===== src/rtl/pw_pkg.sv =====
package pw_pkg;
  localparam int unsigned FLG_PRESENT  = 0;
  localparam int unsigned FLG_WRITABLE = 1;
  localparam int unsigned FLG_USER     = 2;
  localparam int unsigned FLG_ACCESSED = 5;
  localparam int unsigned FLG_MODIFIED = 6;

  typedef enum logic [3:0] {
    WS_IDLE,
    WS_RD_TOP,
    WS_CHK_TOP,
    WS_RD_LEAF,
    WS_CHK_LEAF,
    WS_UPD_TOP,
    WS_UPD_LEAF,
    WS_DONE,
    WS_FAULT
  } walk_state_e;

  typedef struct packed {
    logic user;
    logic write;
    logic prot;
  } fault_code_t;
endpackage


===== src/rtl/pw_perm_check.sv =====
module pw_perm_check (
  input  logic flag_present_i,
  input  logic flag_writable_i,
  input  logic flag_user_i,
  input  logic acc_write_i,
  input  logic acc_user_i,
  output logic not_present_o,
  output logic prot_viol_o
);
  always_comb begin
    not_present_o = ~flag_present_i;
    prot_viol_o   = (acc_write_i & ~flag_writable_i) | (acc_user_i & ~flag_user_i);
  end
endmodule


===== src/rtl/pw_addr_gen.sv =====
module pw_addr_gen #(
  parameter int unsigned LA_W  = 32,
  parameter int unsigned DIR_W = 10,
  parameter int unsigned TBL_W = 10,
  parameter int unsigned OFF_W = 12
) (
  input  logic [LA_W-OFF_W-1:0] base_frame_i,
  input  logic [LA_W-OFF_W-1:0] top_frame_i,
  input  logic [DIR_W-1:0]      top_idx_i,
  input  logic [TBL_W-1:0]      leaf_idx_i,
  input  logic                  sel_leaf_i,
  output logic [LA_W-1:0]       addr_o
);
  localparam int unsigned IDX_W = OFF_W - 2;

  logic [LA_W-OFF_W-1:0] frame;
  logic [IDX_W-1:0]      idx;

  always_comb begin
    if (sel_leaf_i) begin
      frame = top_frame_i;
      idx   = IDX_W'(leaf_idx_i);
    end else begin
      frame = base_frame_i;
      idx   = IDX_W'(top_idx_i);
    end
    addr_o = {frame, idx, 2'b00};
  end
endmodule


===== src/rtl/pw_entry_update.sv =====
module pw_entry_update
  import pw_pkg::*;
#(
  parameter int unsigned W = 32
) (
  input  logic [W-1:0] entry_i,
  input  logic         set_modified_i,
  output logic [W-1:0] entry_o,
  output logic         need_wr_o
);
  always_comb begin
    entry_o = entry_i;
    entry_o[FLG_ACCESSED] = 1'b1;
    if (set_modified_i) entry_o[FLG_MODIFIED] = 1'b1;
    need_wr_o = (entry_o != entry_i);
  end
endmodule


===== src/rtl/pt_walker.sv =====
module pt_walker
  import pw_pkg::*;
#(
  parameter int unsigned LA_W  = 32,
  parameter int unsigned DIR_W = 10,
  parameter int unsigned TBL_W = 10,
  parameter int unsigned OFF_W = 12
) (
  input  logic                  clk,
  input  logic                  rst_n,
  input  logic [LA_W-OFF_W-1:0] dir_base_frame,
  input  logic                  req_valid,
  output logic                  req_ready,
  input  logic [LA_W-1:0]       req_laddr,
  input  logic                  req_write,
  input  logic                  req_user,
  output logic                  resp_valid,
  output logic                  resp_fault,
  output logic [LA_W-1:0]       resp_paddr,
  output logic [LA_W-1:0]       resp_laddr,
  output logic [2:0]            resp_fcode,
  output logic                  mem_req,
  output logic                  mem_we,
  output logic [LA_W-1:0]       mem_addr,
  output logic [LA_W-1:0]       mem_wdata,
  input  logic                  mem_ack,
  input  logic [LA_W-1:0]       mem_rdata
);
  localparam int unsigned FRM_W = LA_W - OFF_W;

  walk_state_e state_q, state_d;
  logic [LA_W-1:0] laddr_q;
  logic            wr_q, usr_q;
  logic [LA_W-1:0] top_q, leaf_q;
  fault_code_t     fcode_q, fcode_d;

  logic accept, top_ld, leaf_ld, fcode_ld;
  logic top_np, top_prot, leaf_np, leaf_prot;
  logic [LA_W-1:0] top_new, leaf_new;
  logic top_need, leaf_need;
  logic sel_leaf;

  pw_perm_check i_top_chk (
    .flag_present_i (top_q[FLG_PRESENT]),
    .flag_writable_i(top_q[FLG_WRITABLE]),
    .flag_user_i    (top_q[FLG_USER]),
    .acc_write_i    (wr_q),
    .acc_user_i     (usr_q),
    .not_present_o  (top_np),
    .prot_viol_o    (top_prot)
  );

  pw_perm_check i_leaf_chk (
    .flag_present_i (leaf_q[FLG_PRESENT]),
    .flag_writable_i(leaf_q[FLG_WRITABLE]),
    .flag_user_i    (leaf_q[FLG_USER]),
    .acc_write_i    (wr_q),
    .acc_user_i     (usr_q),
    .not_present_o  (leaf_np),
    .prot_viol_o    (leaf_prot)
  );

  pw_entry_update #(.W(LA_W)) i_top_upd (
    .entry_i       (top_q),
    .set_modified_i(1'b0),
    .entry_o       (top_new),
    .need_wr_o     (top_need)
  );

  pw_entry_update #(.W(LA_W)) i_leaf_upd (
    .entry_i       (leaf_q),
    .set_modified_i(wr_q),
    .entry_o       (leaf_new),
    .need_wr_o     (leaf_need)
  );

  assign sel_leaf = (state_q == WS_RD_LEAF) || (state_q == WS_UPD_LEAF);

  pw_addr_gen #(.LA_W(LA_W), .DIR_W(DIR_W), .TBL_W(TBL_W), .OFF_W(OFF_W)) i_addr (
    .base_frame_i(dir_base_frame),
    .top_frame_i (top_q[LA_W-1:OFF_W]),
    .top_idx_i   (laddr_q[LA_W-1 -: DIR_W]),
    .leaf_idx_i  (laddr_q[OFF_W +: TBL_W]),
    .sel_leaf_i  (sel_leaf),
    .addr_o      (mem_addr)
  );

  // next-state and control
  always_comb begin
    state_d  = state_q;
    fcode_d  = fcode_q;
    fcode_ld = 1'b0;
    accept   = 1'b0;
    top_ld   = 1'b0;
    leaf_ld  = 1'b0;
    case (state_q)
      WS_IDLE: begin
        if (req_valid) begin
          accept  = 1'b1;
          state_d = WS_RD_TOP;
        end
      end
      WS_RD_TOP: begin
        if (mem_ack) begin
          top_ld  = 1'b1;
          state_d = WS_CHK_TOP;
        end
      end
      WS_CHK_TOP: begin
        if (top_np || top_prot) begin
          fcode_ld = 1'b1;
          fcode_d  = '{user: usr_q, write: wr_q, prot: ~top_np};
          state_d  = WS_FAULT;
        end else begin
          state_d = WS_RD_LEAF;
        end
      end
      WS_RD_LEAF: begin
        if (mem_ack) begin
          leaf_ld = 1'b1;
          state_d = WS_CHK_LEAF;
        end
      end
      WS_CHK_LEAF: begin
        if (leaf_np || leaf_prot) begin
          fcode_ld = 1'b1;
          fcode_d  = '{user: usr_q, write: wr_q, prot: ~leaf_np};
          state_d  = WS_FAULT;
        end else if (top_need) begin
          state_d = WS_UPD_TOP;
        end else if (leaf_need) begin
          state_d = WS_UPD_LEAF;
        end else begin
          state_d = WS_DONE;
        end
      end
      WS_UPD_TOP: begin
        if (mem_ack) state_d = leaf_need ? WS_UPD_LEAF : WS_DONE;
      end
      WS_UPD_LEAF: begin
        if (mem_ack) state_d = WS_DONE;
      end
      WS_DONE:  state_d = WS_IDLE;
      WS_FAULT: state_d = WS_IDLE;
      default:  state_d = WS_IDLE;
    endcase
  end

  // registers
  always_ff @(posedge clk or negedge rst_n) begin
    if (!rst_n) begin
      state_q <= WS_IDLE;
      laddr_q <= '0;
      wr_q    <= 1'b0;
      usr_q   <= 1'b0;
      top_q   <= '0;
      leaf_q  <= '0;
      fcode_q <= '0;
    end else begin
      state_q <= state_d;
      if (accept) begin
        laddr_q <= req_laddr;
        wr_q    <= req_write;
        usr_q   <= req_user;
      end
      if (top_ld)   top_q   <= mem_rdata;
      if (leaf_ld)  leaf_q  <= mem_rdata;
      if (fcode_ld) fcode_q <= fcode_d;
    end
  end

  // outputs
  always_comb begin
    req_ready  = (state_q == WS_IDLE);
    mem_req    = (state_q == WS_RD_TOP) || (state_q == WS_RD_LEAF) ||
                 (state_q == WS_UPD_TOP) || (state_q == WS_UPD_LEAF);
    mem_we     = (state_q == WS_UPD_TOP) || (state_q == WS_UPD_LEAF);
    mem_wdata  = (state_q == WS_UPD_LEAF) ? leaf_new : top_new;
    resp_valid = (state_q == WS_DONE) || (state_q == WS_FAULT);
    resp_fault = (state_q == WS_FAULT);
    resp_paddr = {leaf_q[LA_W-1:OFF_W], laddr_q[OFF_W-1:0]};
    resp_laddr = laddr_q;
    resp_fcode = fcode_q;
  end
endmodule


===== config.mk =====
export PLATFORM = sky130hd
export DESIGN_NAME = pt_walker
export DESIGN_NICKNAME = d
export VERILOG_FILES = /design/src/rtl/pw_pkg.sv /design/src/rtl/pw_perm_check.sv /design/src/rtl/pw_addr_gen.sv /design/src/rtl/pw_entry_update.sv /design/src/rtl/pt_walker.sv
export SDC_FILE = /design/constraint.sdc
export NUM_CORES = 1
export LEC_CHECK = 0
export BUFFER_PORTS_ARGS = -buffer_cell sky130_fd_sc_hd__buf_2
export CORE_UTILIZATION = 35
export DETAILED_ROUTE_END_ITERATION = 12
export PLACE_DENSITY = 0.68
export SETUP_SLACK_MARGIN = 0.1
export SYNTH_ARGS = -nofsm -noshare
export SYNTH_HDL_FRONTEND = slang
export SYNTH_HIERARCHICAL = 1
export SYNTH_SLANG_ARGS = --single-unit
export TNS_END_PERCENT = 5

===== constraint.sdc =====
create_clock -name clk -period 2.24 [get_ports clk]
set_input_delay 0.448 -clock clk [delete_from_list [all_inputs] [get_ports clk]]
set_output_delay 0.448 -clock clk [all_outputs]
set_load 0.02 [all_outputs]

==> metrics.md, run 1 <==
| Metric | Value |
|---|---|
| Status | finished with violations |
| Failing checks | negative setup slack |
| Primary FF master, synth | dfrtp_1 |
| Initial antenna violation count | 0 |
| Switching Share | 40.4% |
| Hold Buf Count CTS | 0 |
| Slowest-stage cell, CP | dfrtp_1 |
| Internal power | 0.00680 W |
| R2r setup slk | between 0.2 and 0.3 ns |
| Sequential Power Share | a little under a third |
| CP max FO | 10 |
| VDD IR-drop max | slightly below 0.0009 V |
| Worst Path Buf+Inv | 3 |
| CTS tree | built |
| Family with the most delay on the worst path | buffers and inverters |
| Synth area leaders | dfrtp_1 44%, mux2_2 19%, mux2_4 15%, buf_4 12%, buf_6 1.1% |
| CTS max path bufs | 2 |
| YS warnings | 6 |
| Worst setup margin | -0.137 ns |
| R2R Path End | top_q[27] |
| Post-synth EDFFs | 0 |
| Pwr Total | around 0.011 W |
| Final hold viol count | 0 |
| Combinational share of power | between 50% and 60% |
| Period utilization | 106% |
| Post-route DRC | 0 |
| Number of DRC markers in iteration 0 | 82 |
| Area grow syn2layout | 21.1% |
| Clk Latency, worst-skew pair | between 0.3 and 0.4 ns |
| Total CTS buffers | 9 |
| Seq/Total Area, Yosys | 44.0% |
| Final Routed Wirelength | roughly 13 mm |
| PD cells | 1580 nW/um^2 |
| Slowest stage delay, CP | 0.41 ns |
| Non-filler cells, final | 813 |
| Synth async-reset ratio | 100% |
| R2R Path Start | state_q[0] |
| Die area | between 15000 and 20000 sq um |
| Busiest grt layer | met2 |
| Clock Power Share | 13.8% |
| Vias post-DR | 3724 |
| CTS sink count | 105 |
| Die width | 133 um |
| Final setup viols | 61 |
| Max capacitance violation total | 0 |
| Max Slew Vio Count | 0 |
| GPL Wtd Cong | between 0.7 and 0.8 |
| First-pass DRT Iterations | 4 |
| FP Rows | 47 |
| Mapped cell area | around 6000 sq um |
| Vias in the first global route | 4032 |
| DP Worst Slack | 0.159 ns |
| Die Span Y | around 130 um |
| PortBufs | 222 |
| Period minus WS final | between 2 and 2.5 ns |
| Most frequent cells after synthesis | 105 x dfrtp_1, 99 x mux2_2, 97 x buf_4 |
| Most common cell in the netlist | dfrtp_1 |
| Worst setup SP type | register |
| Req. time, crit path | 1.79 ns |
| Drt via density | about 4.6 |
| GRT overflow | 0 |
| WS Path Type | reg -> out |
| Diode count | 0 |
| Met3 GRT Util | 3.14% |
| F_max | 0.421 GHz |
| Worst setup EP type | output port |
| CTS root buf | clkbuf_16 |
| NetSw | between 0.004 and 0.005 W |
| GRT met1 Usage | between 15 and 20% |
| Post-Place Cells | 791 |
| Pin count of the biggest net entering global routing | 56 |
| Synth Instances | 448 |
| Critical Path AT | 1.93 ns |
| Routed Antenna Nets | 0 |
| Avg WL per Cell | roughly 16 um |
| Levels on crit path | 6 |
| Worst hold path class | in -> async |
| GR Layer Usage met2 | 25.8% |
| Synth cell types | 36 |
| First-pass GRT wire length | ~21 mm |
| Layout cell share with drive strength beyond 1 | between 70 and 80% |
| Leading area contributor after synthesis | dfrtp_1 |
| Leak | around 3.6 nW |
| Post-DP HPWL | 9.20 mm |
| RSZ-0062 raised after global routing | yes |
| Effective utilization at floorplan | a little over a third |
| Syn Area/Cell | roughly 13 sq um |
| Worst-path cell chain | xnor2_2 > nor3b_4 > buf_6 > buf_12 > mux2_4 > buf_2 |
| H-Tree Depth | 3 |
| Worst-path clk slew | 0.07 ns |
| Core region area | around 17000 sq um |
| Clock Skews | 0.00906 ns |
| R2R cell count | 6 |
| #FFs+latches synth | approximately 110 |
| Top cell type's share of synthesized area | 44.0% |
| # IOs | 226 |
| Gr usage total | 14.9% |
| Final nets | 678 |
[layout make-up]
class	instances	area, sq um
multi-input combinational	220	2510
clock buffer	11	233
sequential	105	2630
timing repair buffer	243	1490
clock inverter	5	56.3
inverter	9	33.8
tap	220	275
fill	1567	9410
[repair_timing]
action                                  CTS  global route
endpoints found under the setup margin   63            63
pin swaps                                 3             2
buffers inserted                          5             0
resized for setup                        21            26
cloned                                    1             0
[per-stage QoR]
stage	utilization, %	hold WS [ns]	cell area (sq um)	setup TNS, ns
6_report	43.4	0.0449	7230	-5.80
5_1_grt	43.4	0.0825	7230	-10.73
4_1_cts	42.9	0.0537	7140	-8.25
3_5_place_dp	40.4	0.439	6720	0
3_3_place_gp	40.4	0.437	6720	0
2_1_floorplan	-	0.152	5980	0
[flip-flops by register name, summed over array words and instances (netlist names)]
name / flops
leaf_q: 32
wr_q: 1
state_q: 4
top_q: 32
resp_laddr: 32
usr_q: 1
resp_fcode: 3
[layer usage]
metal | vias to the layer above | wire length, um
li1 | 1728 | -
met1 | 1845 | 5420
met2 | 134 | 6390
met3 | 17 | 706
met4 | 0 | 254
met5 | - | 0
[how the worst max path moves through the flow]
stage / end / from
2_1_floorplan: resp_valid / state_q[3]
3_3_place_gp: mem_addr[29] / state_q[2]
3_5_place_dp: mem_addr[2] / state_q[2]
4_1_cts: mem_addr[2] / state_q[0]
5_1_grt: mem_addr[14] / state_q[0]
6_report: mem_addr[12] / state_q[0]
[worst register-to-register path: stages, from the launching register on]
cell,delay (ns)
dfrtp_1,0.40
buf_4,0.13
buf_4,0.20
nand2b_1,0.14
or4_4,0.44
buf_12,0.22
mux2_4,0.35
[power groups by stage]
stage	registers, W	logic (W)	clock network [W]
floorplan	0.00384	0.00502	0
global placement	0.00353	0.00590	0
detailed placement	0.00361	0.00600	0
CTS	0.00358	0.00622	0.00164
global route	0.00373	0.00666	0.00170
finish	0.00357	0.00627	0.00158
[logic make-up (layout without fill, tap and decap cells)]
kind of cell	Yosys count	in the layout	synth area share, %
compound gates	18	18	2.30
xor+xnor	2	2	0.293
simple gates	31	31	3.69
fa+ha+maj	1	1	0.168
other cells	4	6	0.251
buf+inv	125	268	15.0
mux	162	162	34.3
flops	105	105	44.0
[layout by cell type, fill, tap and decap left out, types with 2 or more instances in the layout]
| master | instances |
|---|---|
| buf_2 | 204 |
| dfrtp_1 | 105 |
| mux2_2 | 99 |
| mux2_4 | 60 |
| buf_6 | 17 |
| buf_4 | 13 |
| inv_1 | 9 |
| clkbuf_16 | 9 |
| buf_12 | 7 |
| conb_1 | 6 |
| nand2_1 | 5 |
| nor2_1 | 4 |
| a21oi_1 | 3 |
| mux2_1 | 3 |
| nor3_1 | 3 |
| o21ai_0 | 3 |
| nand2b_1 | 2 |
| nor4_4 | 2 |
| nor4b_4 | 2 |
| o221ai_1 | 2 |
| nand2_2 | 2 |
| clkinv_2 | 2 |
| clkbuf_1 | 2 |
| o22ai_2 | 2 |
| or2_1 | 2 |
| o21ai_1 | 2 |
No activity file was read; power rests on OpenSTA's default activity.
==> run 2, diff against run 1 <==
CTS_BUF_LIST = sky130_fd_sc_hd__clkbuf_4 sky130_fd_sc_hd__clkbuf_8 sky130_fd_sc_hd__clkbuf_16   (was default)
==> metrics.md, run 2 (same netlist as run 1, synthesis figures left out) <==
| Metric | Value |
|---|---|
| Status | finished with violations |
| Failing checks | negative setup slack |
| Leak | 3.56 nW |
| WL met2 | around 6.4 mm |
| F_max | 0.421 GHz |
| Diode count | 0 |
| Register Area | between 2000 and 3000 sq um |
| Clock Skews | about 0.0086 ns |
| Post-route DRC | 0 |
| Met1 WL | around 5.4 mm |
| CTS root buf | clkbuf_16 |
| Final hold viol count | 0 |
| Non-filler cells, final | just over 800 |
| Vias in the first global route | ~4000 |
| Post-Place Cells | about 790 |
| Worst setup EP type | output port |
| CP max FO | 10 |
| WS Path Type | reg -> out |
| CTS tree | built |
| R2R cell count | 6 |
| First-pass DRT Iterations | 4 |
| CTS max path bufs | 2 |
| R2r setup slk | roughly 0.26 ns |
| PD cells | 1580 nW/um^2 |
| Final setup viols | 61 |
| First-pass GRT wire length | around 21 mm |
| Top layer in use | met4 |
| Clk Latency, worst-skew pair | ~0.35 ns |
| Final Routed Wirelength | ~13 mm |
| FP Rows | 47 |
| Core region area | roughly 17000 sq um |
| Worst setup SP type | register |
| PortBufs | 222 |
| CTS sink count | 105 |
| Multi-input logic area | approximately 2500 sq um |
| Period utilization | 106% |
| Worst hold path class | in -> async |
| Pin count of the biggest net entering global routing | 56 |
| Layout cell share with drive strength beyond 1 | 73.2% |
| Vias post-DR | 3726 |
| Worst-path clk slew | 0.07 ns |
| Total CTS buffers | 9 |
| Max capacitance violation total | 0 |
| Commonest non-fill, non-tap cell in the layout | buf_2 |
| Final nets | 678 |
| R2R Path End | top_q[27] |
| Commonest non-fill, non-tap cells in the layout | 204 x buf_2, 105 x dfrtp_1, 99 x mux2_2 |
| Max Slew Vio Count | 0 |
| Filler Cell Count | 1566 |
| Number of DRC markers in iteration 0 | 65 |
| Area grow syn2layout | 21.2% |
| Die Span Y | ~130 um |
| Effective utilization at floorplan | 35.9% |
| Initial antenna violation count | 0 |
| Die area | 17600 sq um |
| Critical Path AT | slightly below 2 ns |
| Post-DP HPWL | 9.20 mm |
| GRT overflow | 0 |
| Avg WL per Cell | between 15 and 20 um |
| RSZ-0062 raised after global routing | yes |
| H-Tree Depth | 3 |
| GPL Wtd Cong | 0.763 |
| Req. time, crit path | 1.79 ns |
| Gr usage total | 14.9% |
| Drt via density | approximately 4.6 |
| Die width | 133 um |
| # IOs | about 230 |
| Routed Antenna Nets | 0 |
| R2R Path Start | state_q[0] |
| Hold Buf Count CTS | 0 |
| VDD IR-drop max | approximately 0.0009 V |
| Period minus WS final | between 2 and 2.5 ns |
| Met3 wire len | 709 um |
| TNS Setup | -5.77 ns |
| Worst setup margin | -0.137 ns |
-- run 2: cell counts in the layout (fill, tap and decap cells not counted) --
Identical to the previous run, type by type.
-- run 2: cell type report --
type	count	share of cell area (%)
clock inverter	5	0.778
timing repair buffer	243	20.6
sequential	105	36.3
multi-input combinational	220	34.7
inverter	9	0.467
clock buffer	11	3.32
tap	220	3.80
-- run 2: what timing repair did --
action / in CTS / in global routing
endpoints found under the hold margin: 0 / 0
pin swaps: 3 / 2
setup endpoints to repair: 63 / 63
resized for setup: 21 / 26
cloned: 1 / 0
setup buffers: 5 / 0
-- run 2: worst max-delay path: stages, from the launching register on --
cell     delay, ns
dfrtp_1       0.41
xnor2_2       0.17
nor3b_4       0.22
buf_6         0.15
buf_12        0.15
mux2_4        0.31
buf_2         0.16
-- run 2: worst max path at each step --
stage               startpoint           end  slack, ns  cells after the start
floorplan           state_q[3]    resp_valid      0.004                      3
global placement    state_q[2]  mem_addr[29]       0.20                      5
global route        state_q[0]  mem_addr[14]      -0.23                      6
detailed placement  state_q[2]   mem_addr[2]       0.16                      5
finish              state_q[0]  mem_addr[12]      -0.14                      6
CTS                 state_q[0]   mem_addr[2]      -0.19                      6
-- run 2: layer usage --
metal | vias up | GRT usage (%)
li1 | 1728 | -
met1 | 1845 | 18.1
met2 | 134 | 25.8
met3 | 19 | 3.14
met4 | 0 | 5.81
met5 | - | 0
-- run 2: metrics by stage --
step | hold WS [ns] | total power, W | worst slack [ns] | util [%] | instance area, sq um
after floorplan | 0.152 | 0.00886 | 0.00359 | - | 5980
after global placement | 0.437 | 0.00942 | 0.197 | 40.4 | 6720
final | 0.0464 | 0.0114 | -0.137 | 43.5 | 7240
after global routing | 0.0826 | 0.0121 | -0.235 | 43.5 | 7240
after CTS | 0.0538 | 0.0115 | -0.185 | 43.0 | 7150
after detailed placement | 0.439 | 0.00961 | 0.159 | 40.4 | 6720
-- run 2: power by group --
| part | switching [W] | leakage [nW] | internal (W) |
|---|---|---|---|
| combinational | 0.00319 | 2.15 | 0.00307 |
| clock | 0.000706 | 0.146 | 0.000891 |
| sequential | 0.000715 | 1.26 | 0.00286 |
| total | 0.00461 | 3.56 | 0.00683 |
==> run 3, diff against run 2 <==
CTS_CLUSTER_DIAMETER = 30   (was default)
PLACE_DENSITY = 0.65   (was 0.68)
clock period = 2.48 ns   (was 2.24 ns; I/O delays follow)
==> metrics.md, run 3 (same netlist as run 1, synthesis figures left out) <==
| Metric | Value |
|---|---|
| F_max | 0.400 GHz |
| Post-Place Cells | 787 |
| CTS max path bufs | 2 |
| GPL Wtd Cong | 0.775 |
| Status | finished with violations |
| Req. time, crit path | a little under 2 ns |
| # IOs | between 200 and 250 |
| Filler Cell Count | 1541 |
| Gr usage total | 14.7% |
| Final Routed Wirelength | 12.8 mm |
| Number of DRC markers in iteration 0 | 71 |
| Commonest non-fill, non-tap cell in the layout | buf_2 |
| Period minus WS final | 2.50 ns |
| Clock Skews | 0.0108 ns |
| Max Slew Vio Count | 0 |
| Vias post-DR | 3740 |
| Die width | 133 um |
| Failing checks | negative setup slack |
| Vias in the first global route | 3879 |
| Pin count of the biggest net entering global routing | 56 |
| H-Tree Depth | 3 |
| Clk Latency, worst-skew pair | approximately 0.35 ns |
| GRT overflow | 0 |
| CP max FO | 6 |
| Commonest non-fill, non-tap cells in the layout | 202 x buf_2, 101 x dfrtp_1, 99 x mux2_2 |
| Max capacitance violation total | 0 |
| GRT met1 Usage | 18.5% |
| Initial antenna violation count | 0 |
| CTS root buf | clkbuf_16 |
| Routed Antenna Nets | 0 |
| Worst hold path class | in -> async |
| GR Layer Usage met2 | between 20% and 30% |
| Diode count | 0 |
| PD cells | approximately 1400 nW/um^2 |
| Total CTS buffers | 9 |
| CTS tree | built |
| Final hold viol count | 0 |
| Die Span Y | between 100 and 150 um |
| Hold WS | 0.176 ns |
| DP Worst Slack | approximately 0.28 ns |
| Hold Buf Count CTS | 0 |
| Non-filler cells, final | 810 |
| PortBufs | between 200 and 250 |
| Effective utilization at floorplan | 35.9% |
| Avg WL per Cell | ~16 um |
| Post-route DRC | 0 |
| First-pass DRT Iterations | 4 |
| Layout cell share with drive strength beyond 1 | 73.6% |
| Final nets | 675 |
| Core region area | 16600 sq um |
| Met3 GRT Util | 4.48% |
| Worst setup SP type | register |
| Period utilization | 101% |
| Post-DP HPWL | 8.80 mm |
| Worst Max-Slew Pin Slew | around 0.69 ns |
| VDD IR-drop max | 0.000647 V |
| CTS sink count | roughly 110 |
| FP Rows | 47 |
| Busiest grt layer | met2 |
| Worst setup margin | -0.0180 ns |
| Post-route cell area | a little over 7000 sq um |
| RSZ-0062 raised after global routing | yes |
| Die area | between 15000 and 20000 sq um |
| Cell area after placement | 6650 sq um |
| Area grow syn2layout | 21.3% |
| Worst setup EP type | output port |
| WS Path Type | reg -> out |
| Final setup viols | 9 |
| Leak | 3.54 nW |
| Slew margin rel. | 54.1% |
| Worst-path clk slew | 0.07 ns |
| Critical Path AT | 2.00 ns |
| First-pass GRT wire length | ~21 mm |
| Drt via density | 4.62 |
-- run 3: stage by stage --
stage	setup TNS (ns)	util [%]	total power (W)
after floorplan	0	-	0.00800
after global placement	0	40.0	0.00847
after detailed placement	0	40.0	0.00862
after CTS	-0.422	42.9	0.0104
after global routing	-3.21	43.5	0.0111
final	-0.0627	43.5	0.0105
-- run 3: repair_timing --
action                     CTS  global route
pin swaps                    1             2
hold endpoints to repair     0             0
setup endpoints to repair   61            62
gates resized for setup     33            19
setup buffers                3             1
gates cloned                 2             1
-- run 3: power breakdown --
part | total (W) | internal, W | switching (W)
logic | 0.00574 | 0.00285 | 0.00290
registers | 0.00325 | 0.00259 | 0.000663
clock network | 0.00148 | 0.000850 | 0.000633
-- run 3: layout make-up --
class	instances	area, sq um	share of cell area [%]
Sequential cell	105	2630	36.3
Multi-Input combinational cell	220	2510	34.6
Timing Repair Buffer	240	1480	20.5
Tap cell	220	275	3.80
Clock buffer	12	260	3.59
Clock inverter	4	51.3	0.708
Inverter	9	33.8	0.466
-- run 3: path summary, 6_finish.rpt --
kind,cells after the start,to,slack (ns),from
worst max-delay path,6,mem_addr[31],-0.02,state_q[0]
worst min-delay path,1,top_q[21],0.18,rst_n
worst max register to register,5,leaf_q[28],0.42,state_q[2]
worst min register to register,1,resp_fcode[2],0.50,resp_fcode[2]
max in group asynchronous,2,state_q[2],1.53,rst_n
min in group clk,2,resp_laddr[6],0.37,req_laddr[6]
-- run 3: worst max-delay path, stage by stage (launching register included) --
cell       delay [ns]
dfrtp_2          0.45
xnor2_4          0.15
nor3b_4          0.20
buf_6            0.20
clkbuf_16        0.19
mux2_4           0.29
buf_2            0.15
-- run 3: routing by layer --
layer | vias up | share of wire (%)
li1 | 1722 | -
met1 | 1847 | 44
met2 | 153 | 49
met3 | 18 | 6.2
met4 | 0 | 1.6
met5 | - | 0
